## src/rtl/rxwb_pkg.sv

```systemverilog
// Shared definitions for the receive descriptor writeback engine.
// Bit positions of the status word are fixed because software decodes them.
package rxwb_pkg;

    localparam int unsigned W_OWN  = 31;
    localparam int unsigned W_ERR  = 30;
    localparam int unsigned W_FRAM = 29;
    localparam int unsigned W_OFLO = 28;
    localparam int unsigned W_CRC  = 27;
    localparam int unsigned W_BUFF = 26;
    localparam int unsigned W_STP  = 25;
    localparam int unsigned W_ENP  = 24;
    localparam int unsigned W_PAM  = 22;

    localparam logic [31:0] WORD_GIVEN = 32'h8000_0000;

    // Completion flags delivered with the end-of-frame strobe.
    typedef struct packed {
        logic fcs;
        logic drib;
        logic phy;
        logic ovf;
        logic hit;
    } eof_flags_t;

    // How a descriptor is being closed.
    typedef struct packed {
        logic first;
        logic last;
        logic buff;
    } close_kind_t;

endpackage

```

## src/rtl/rxwb_status.sv

```systemverilog
// Builds the status word of a descriptor being closed.
// Assumes the end-of-frame flags are only meaningful when kind.last is set;
// OWN is always cleared because a closed entry goes back to the host.
module rxwb_status
    import rxwb_pkg::*;
(
    input  close_kind_t kind,
    input  eof_flags_t  flags,
    output logic [31:0] word
);

    logic ovf_q, crc_q, fram_q, pam_q, err_q;

    // Qualify frame-level flags on the last buffer and on overflow.
    always_comb begin
        ovf_q  = kind.last & flags.ovf;
        crc_q  = kind.last & ~flags.ovf & (flags.fcs | flags.phy);
        fram_q = kind.last & ~flags.ovf & flags.fcs & flags.drib;
        pam_q  = kind.last & flags.hit;
        err_q  = ovf_q | crc_q | fram_q | kind.buff;
    end

    // Place each flag at its decoded position.
    always_comb begin
        word         = '0;
        word[W_ERR]  = err_q;
        word[W_FRAM] = fram_q;
        word[W_OFLO] = ovf_q;
        word[W_CRC]  = crc_q;
        word[W_BUFF] = kind.buff;
        word[W_STP]  = kind.first;
        word[W_ENP]  = kind.last;
        word[W_PAM]  = pam_q;
    end

endmodule

```

## src/rtl/rxwb_ring.sv

```systemverilog
// Register array holding the descriptor ring.
// Engine writes go only to entries it owns, and host gives are accepted only
// for host-owned entries, so the two write sources never meet on one entry.
module rxwb_ring
    import rxwb_pkg::*;
#(
    parameter int DEPTH = 4,
    parameter int LEN_W = 8,
    localparam int IDX_W = $clog2(DEPTH)
) (
    input  logic             clk,
    input  logic             rst_n,
    input  logic             give,
    input  logic [IDX_W-1:0] give_idx,
    input  logic [LEN_W-1:0] give_len,
    input  logic             wr_en,
    input  logic [IDX_W-1:0] wr_idx,
    input  logic [31:0]      wr_word,
    input  logic [LEN_W-1:0] wr_count,
    input  logic [IDX_W-1:0] rd_idx,
    output logic [31:0]      rd_word,
    output logic [LEN_W-1:0] rd_count,
    input  logic [IDX_W-1:0] lk_idx,
    output logic [LEN_W-1:0] lk_len,
    output logic [DEPTH-1:0] own_vec
);

    logic [31:0]      word_r [DEPTH];
    logic [LEN_W-1:0] len_r  [DEPTH];
    logic [LEN_W-1:0] cnt_r  [DEPTH];

    for (genvar g = 0; g < DEPTH; g++) begin : g_entry
        // Per-entry update: engine writeback first, else an accepted give.
        always_ff @(posedge clk) begin
            if (!rst_n) begin
                word_r[g] <= '0;
                len_r[g]  <= '0;
                cnt_r[g]  <= '0;
            end else if (wr_en && wr_idx == IDX_W'(g)) begin
                word_r[g] <= wr_word;
                cnt_r[g]  <= wr_count;
            end else if (give && give_idx == IDX_W'(g) && !word_r[g][W_OWN]) begin
                word_r[g] <= WORD_GIVEN;
                len_r[g]  <= give_len;
                cnt_r[g]  <= '0;
            end
        end
        assign own_vec[g] = word_r[g][W_OWN];
    end

    // Combinational read and length lookup.
    always_comb begin
        rd_word  = word_r[rd_idx];
        rd_count = cnt_r[rd_idx];
        lk_len   = len_r[lk_idx];
    end

endmodule

```

## src/rtl/rxwb_track.sv

```systemverilog
// Frame tracker: ring pointer, buffer fill count, drop state and miss count.
// Assumes rx_byte and rx_eof are never high together and buffer lengths are
// at least one. Its write command goes straight to the ring at the same edge.
module rxwb_track
    import rxwb_pkg::*;
#(
    parameter int DEPTH = 4,
    parameter int LEN_W = 8,
    parameter int CNT_W = 16,
    localparam int IDX_W = $clog2(DEPTH)
) (
    input  logic             clk,
    input  logic             rst_n,
    input  logic             rx_byte,
    input  logic             rx_eof,
    input  logic [DEPTH-1:0] own_vec,
    input  logic [LEN_W-1:0] cur_len,
    output logic [IDX_W-1:0] cur_idx,
    output logic             wr_en,
    output logic [IDX_W-1:0] wr_idx,
    output logic [LEN_W-1:0] wr_count,
    output close_kind_t      kind,
    output logic             irq,
    output logic [CNT_W-1:0] miss_cnt
);

    logic [IDX_W-1:0] cur_r, nxt;
    logic [LEN_W-1:0] fill_r;
    logic             busy_r, drop_r, first_r;
    logic             full, end_close, fill_close;

    // Next ring position with wrap.
    always_comb nxt = (cur_r == IDX_W'(DEPTH - 1)) ? '0 : cur_r + 1'b1;

    // Decide whether this cycle closes the current descriptor.
    always_comb begin
        full       = (fill_r == cur_len);
        end_close  = rx_eof && busy_r && !drop_r;
        fill_close = rx_byte && !rx_eof && busy_r && !drop_r && full;
        wr_en      = end_close | fill_close;
        wr_idx     = cur_r;
        wr_count   = fill_r;
        kind.first = first_r;
        kind.last  = end_close;
        kind.buff  = fill_close && !own_vec[nxt];
    end

    // Frame state, pointer, miss counter and interrupt pulse.
    always_ff @(posedge clk) begin
        if (!rst_n) begin
            cur_r    <= '0;
            fill_r   <= '0;
            busy_r   <= 1'b0;
            drop_r   <= 1'b0;
            first_r  <= 1'b0;
            irq      <= 1'b0;
            miss_cnt <= '0;
        end else begin
            irq <= end_close;
            if (rx_eof) begin
                busy_r <= 1'b0;
                drop_r <= 1'b0;
                if (end_close) cur_r <= nxt;
            end else if (rx_byte) begin
                if (!busy_r) begin
                    busy_r <= 1'b1;
                    if (own_vec[cur_r]) begin
                        fill_r  <= LEN_W'(1);
                        first_r <= 1'b1;
                    end else begin
                        drop_r   <= 1'b1;
                        miss_cnt <= miss_cnt + 1'b1;
                    end
                end else if (!drop_r) begin
                    if (full) begin
                        cur_r   <= nxt;
                        first_r <= 1'b0;
                        if (own_vec[nxt]) begin
                            fill_r <= LEN_W'(1);
                        end else begin
                            drop_r   <= 1'b1;
                            miss_cnt <= miss_cnt + 1'b1;
                        end
                    end else begin
                        fill_r <= fill_r + 1'b1;
                    end
                end
            end
        end
    end

    assign cur_idx = cur_r;

endmodule

```

## src/rtl/rxdesc_wb.sv

```systemverilog
// Top of the receive descriptor status writeback engine.
// Joins the ring storage, frame tracker and status word builder.
module rxdesc_wb
    import rxwb_pkg::*;
#(
    parameter int RING_DEPTH = 4,
    parameter int LEN_W      = 8,
    parameter int CNT_W      = 16,
    localparam int IDX_W     = $clog2(RING_DEPTH)
) (
    input  logic             clk,
    input  logic             rst_n,
    input  logic             rx_byte,
    input  logic             rx_eof,
    input  logic             rx_fcs_err,
    input  logic             rx_dribble,
    input  logic             rx_phy_err,
    input  logic             rx_fifo_ovf,
    input  logic             rx_addr_hit,
    input  logic             host_give,
    input  logic [IDX_W-1:0] host_give_idx,
    input  logic [LEN_W-1:0] host_give_len,
    input  logic [IDX_W-1:0] host_rd_idx,
    output logic [31:0]      host_rd_word,
    output logic [LEN_W-1:0] host_rd_count,
    output logic             irq,
    output logic [CNT_W-1:0] miss_cnt
);

    eof_flags_t       flags;
    close_kind_t      kind;
    logic [31:0]      wr_word;
    logic             wr_en;
    logic [IDX_W-1:0] wr_idx, cur_idx;
    logic [LEN_W-1:0] wr_count, cur_len;
    logic [RING_DEPTH-1:0] own_vec;

    // Gather the end-of-frame flags.
    always_comb flags = '{fcs: rx_fcs_err, drib: rx_dribble, phy: rx_phy_err,
                          ovf: rx_fifo_ovf, hit: rx_addr_hit};

    rxwb_track #(.DEPTH(RING_DEPTH), .LEN_W(LEN_W), .CNT_W(CNT_W)) i_track (
        .clk(clk), .rst_n(rst_n), .rx_byte(rx_byte), .rx_eof(rx_eof),
        .own_vec(own_vec), .cur_len(cur_len), .cur_idx(cur_idx),
        .wr_en(wr_en), .wr_idx(wr_idx), .wr_count(wr_count), .kind(kind),
        .irq(irq), .miss_cnt(miss_cnt)
    );

    rxwb_status i_status (.kind(kind), .flags(flags), .word(wr_word));

    rxwb_ring #(.DEPTH(RING_DEPTH), .LEN_W(LEN_W)) i_ring (
        .clk(clk), .rst_n(rst_n), .give(host_give), .give_idx(host_give_idx),
        .give_len(host_give_len), .wr_en(wr_en), .wr_idx(wr_idx),
        .wr_word(wr_word), .wr_count(wr_count), .rd_idx(host_rd_idx),
        .rd_word(host_rd_word), .rd_count(host_rd_count), .lk_idx(cur_idx),
        .lk_len(cur_len), .own_vec(own_vec)
    );

endmodule

```

## config.mk

```make
export PLATFORM = sky130hd
export DESIGN_NAME = rxdesc_wb
export DESIGN_NICKNAME = d
export VERILOG_FILES = /design/src/rtl/rxwb_pkg.sv /design/src/rtl/rxwb_status.sv /design/src/rtl/rxwb_ring.sv /design/src/rtl/rxwb_track.sv /design/src/rtl/rxdesc_wb.sv
export SDC_FILE = /design/constraint.sdc
export NUM_CORES = 1
export LEC_CHECK = 0
export ABC_CLOCK_PERIOD_IN_PS = 3800
export BUFFER_PORTS_ARGS = -buffer_cell sky130_fd_sc_hd__buf_2
export CAP_MARGIN = 30
export CORE_MARGIN = 2
export CORE_UTILIZATION = 45
export CTS_BUF_LIST = sky130_fd_sc_hd__clkbuf_8
export CTS_CLUSTER_DIAMETER = 30
export DETAILED_ROUTE_END_ITERATION = 8
export PLACE_DENSITY_LB_ADDON = 0.12
export SYNTH_ARGS = -nofsm -noshare
export SYNTH_HDL_FRONTEND = slang
export SYNTH_SLANG_ARGS = --single-unit
```

## constraint.sdc

```tcl
create_clock -name clk -period 3.8 [get_ports clk]
set_input_delay 0.19 -clock clk [delete_from_list [all_inputs] [get_ports clk]]
set_output_delay 0.19 -clock clk [all_outputs]
set_load 0.05 [all_outputs]
```

==> flow_summary.ini <==
[clocking]
cts_resized = 0
cts_setup_buffers = 0
clock_sinks = 132
cts-buffers-inserted = 17
cts_max_level = 4
cts_buffer_depth = 2
clk_pin_slew_ps = 80
cts-root-buf = clkbuf_8
clock_latency_ps = 450
cts_hold_buf = 0
cts_tree = yes

[hold_path]
min_path_cells = 3
worstHoldPathType = in -> reg

[floorplanning]
pin_count = 79
dieHeight_um = 123
start_util_pct = 46.1
rows = 43
core_area_um2 = 13900
die_area_um2 = 15200
die-width_um = 123

[drt]
drt_iter0_drc = 328
dr.pass1.iters = 5
wl_per_cell_um = 18.7
vias = 4185
drtAntennaViolNets = 0
drt_wl_total_um = 14300
via_per_inst = 5.47
drc = 0

[yosys]
yosysUniqueCellTypes = 54
synthCells = 524
yosysTopAreaCellShare_pct = 46.8
yosysWarnings = 0
synth_top_cell_by_area = edfxtp_1
synthTopCellsByArea = edfxtp_1 47%, dfxtp_1 10%, mux4_2 9.5%
yosysSeqAreaShare_pct = 56.8
ys_ff_latch = 132
async_flop_share_pct = 0
synthFlopType = edfxtp_1
synth.avg_cell_area_um2 = 12.3
synth_edf_count = 100
syn-cell-area_um2 = 6420

[setup_path]
critPathCaptureType = register
arrival_ps = 3140
r2r_cells = 7
crit_path_max_incr_delay_ps = 630
cp.required_ps = 3920
worstPathMaxFanout = 10
worstPathCellList = mux4_2, xnor2_2, nand4_2, o31ai_2, buf_4, a31o_2, nand2_1
crit_path_start_kind = register
path_class = reg -> reg
cp_slowest_cell = dfxtp_1

[pwr]
p_leak_nw = 2.85
power_frac_comb_pct = 10.9
vdd_drop_max_mv = 0.179
seqPwrFrac_pct = 51.5
p_int_w = 0.00234
design_power_total_w = 0.00318
switching_power_w = 0.000833
p_clk_share_pct = 37.6
p_per_area_nw_per_um2 = 444
sw_frac_of_total_pct = 26.2

[sta]
slew-limit-headroom_pct = 50.8
holdWs_ps = 23.5
setup_viol_count_final = 0
period_minus_slack_ps = 3020
drv_slew = 0
hold_viol = 0
worstMarginPinSlew_ps = 731
fin_setup_tns_ps = 0
rsz0062_at_grt = false
fin_crit_sh_pct = 79.5
fin_skew_ps = 10.9
fmax_ghz = 0.331

[layout]
n_antenna_cell = 0
layout.cells.non_filler = 765
fillCellCount = 1224
final_common_cell = edfxtp_1
final_cell_mix = 100 x edfxtp_1, 66 x nor2_1, 55 x buf_2
multiInputGateArea_um2 = 2480
seq_area_um2 = 3640
drive_gt1_share_pct = 23.8
final_net_count = 600
area_growth_pct = 11.4

[flow_run]
cap_viol_max_count = 0

[grt]
grt_start_max_net_pins = 50
grt_pass1_wl_um = 22400
antenna_found_initial = 0
grt_use_total_pct = 20.0
grt-ovfl-total = 0
grt_pass1_vias = 4130

[placed_design]
gp_congestion = 0.791
port_buffers = 55
hpwl_um = 9510
dp.cells = 733

[outcome]
outcome = finished, final reports clean
[sequential cells by signal, indices dropped and copies added, names as in the netlist, named ones only]
register          flops
i_ring.cnt_r         32
i_track.cur_idx       2
i_track.busy_r        1
i_ring.word_r        36
i_track.drop_r        1
i_track.irq           1
i_track.miss_cnt     16
i_track.wr_count      8
i_track.first_r       1
i_ring.len_r         32
[synth_stat cells (4+ instances only)]
cell type	number
xnor2_1	5
clkbuf_1	22
dfxtp_1	32
inv_1	11
and3_1	49
nand4_1	12
edfxtp_1	100
buf_4	23
buf_2	7
a21oi_1	12
mux2i_1	8
or3_1	4
o211ai_1	6
and2_1	9
nor2b_1	5
nand3_1	18
ha_1	6
nand2_1	31
a31o_1	4
a31o_2	7
o31ai_1	4
buf_1	5
mux4_2	27
nor2_1	66
nand2b_1	6
[layout make-up]
type,count,area share (%)
clock buffer,17,3.27
clock inverter,15,2.33
inverter,12,0.630
multi-input combinational,343,34.7
sequential,132,50.9
tap,180,3.15
timing repair buffer,66,5.00
[layer usage]
| layer | track usage (%) | wire length, um |
|---|---|---|
| met5 | 0 | 0 |
| met4 | 7.60 | 118 |
| met3 | 4.57 | 685 |
| met2 | 33.6 | 7280 |
| met1 | 25.1 | 6240 |
[cells by family (layout without fill, tap and decap cells)]
family	after synthesis	in the layout	share of synthesized area [%]
adders and majority gates	6	6	1.17
and+or+nand+nor	219	219	18.0
muxes	35	35	10.7
buffers and inverters	71	110	5.87
xor gates and xnor gates	8	8	1.44
DFF	132	132	56.8
other	1	23	0.0584
AOI/OAI and AO/OA	52	52	6.02
[path summary, 6_finish.rpt]
path / slack (ps) / from / to
worst max-delay path: 780 / register / i_ring.len_r[0][4]
worst min-delay path: 20 / rx_byte / i_track.busy_r
worst max register to register: 780 / register / i_ring.len_r[0][4]
worst min register to register: 480 / i_track.miss_cnt[15] / i_track.miss_cnt[15]
[worst max-delay path: cells and delay by family (launching register included)]
family / cells / cell delay (ps)
buffers and inverters: 1 / 180
AND/OR/NAND/NOR: 2 / 510
multiplexers: 1 / 600
XOR/XNOR: 1 / 150
AO/OA/AOI/OAI: 2 / 610
flip-flops: 1 / 630
[through the flow]
step,worst slack (ps),cell area (um2),utilization (%)
after floorplan,957,6500,-
after global placement,854,6750,48.5
after detailed placement,784,6750,48.5
after CTS,748,7150,51.3
after global routing,531,7150,51.3
final,779,7150,51.3
[power groups by stage]
stage | clock, W | combinational, W | sequential, W
floorplan | 0 | 0.000288 | 0.00166
global placement | 0 | 0.000342 | 0.00167
detailed placement | 0 | 0.000347 | 0.00167
CTS | 0.00121 | 0.000348 | 0.00164
global route | 0.00128 | 0.000370 | 0.00164
finish | 0.00120 | 0.000345 | 0.00164
No activity file was read; power rests on OpenSTA's default activity.
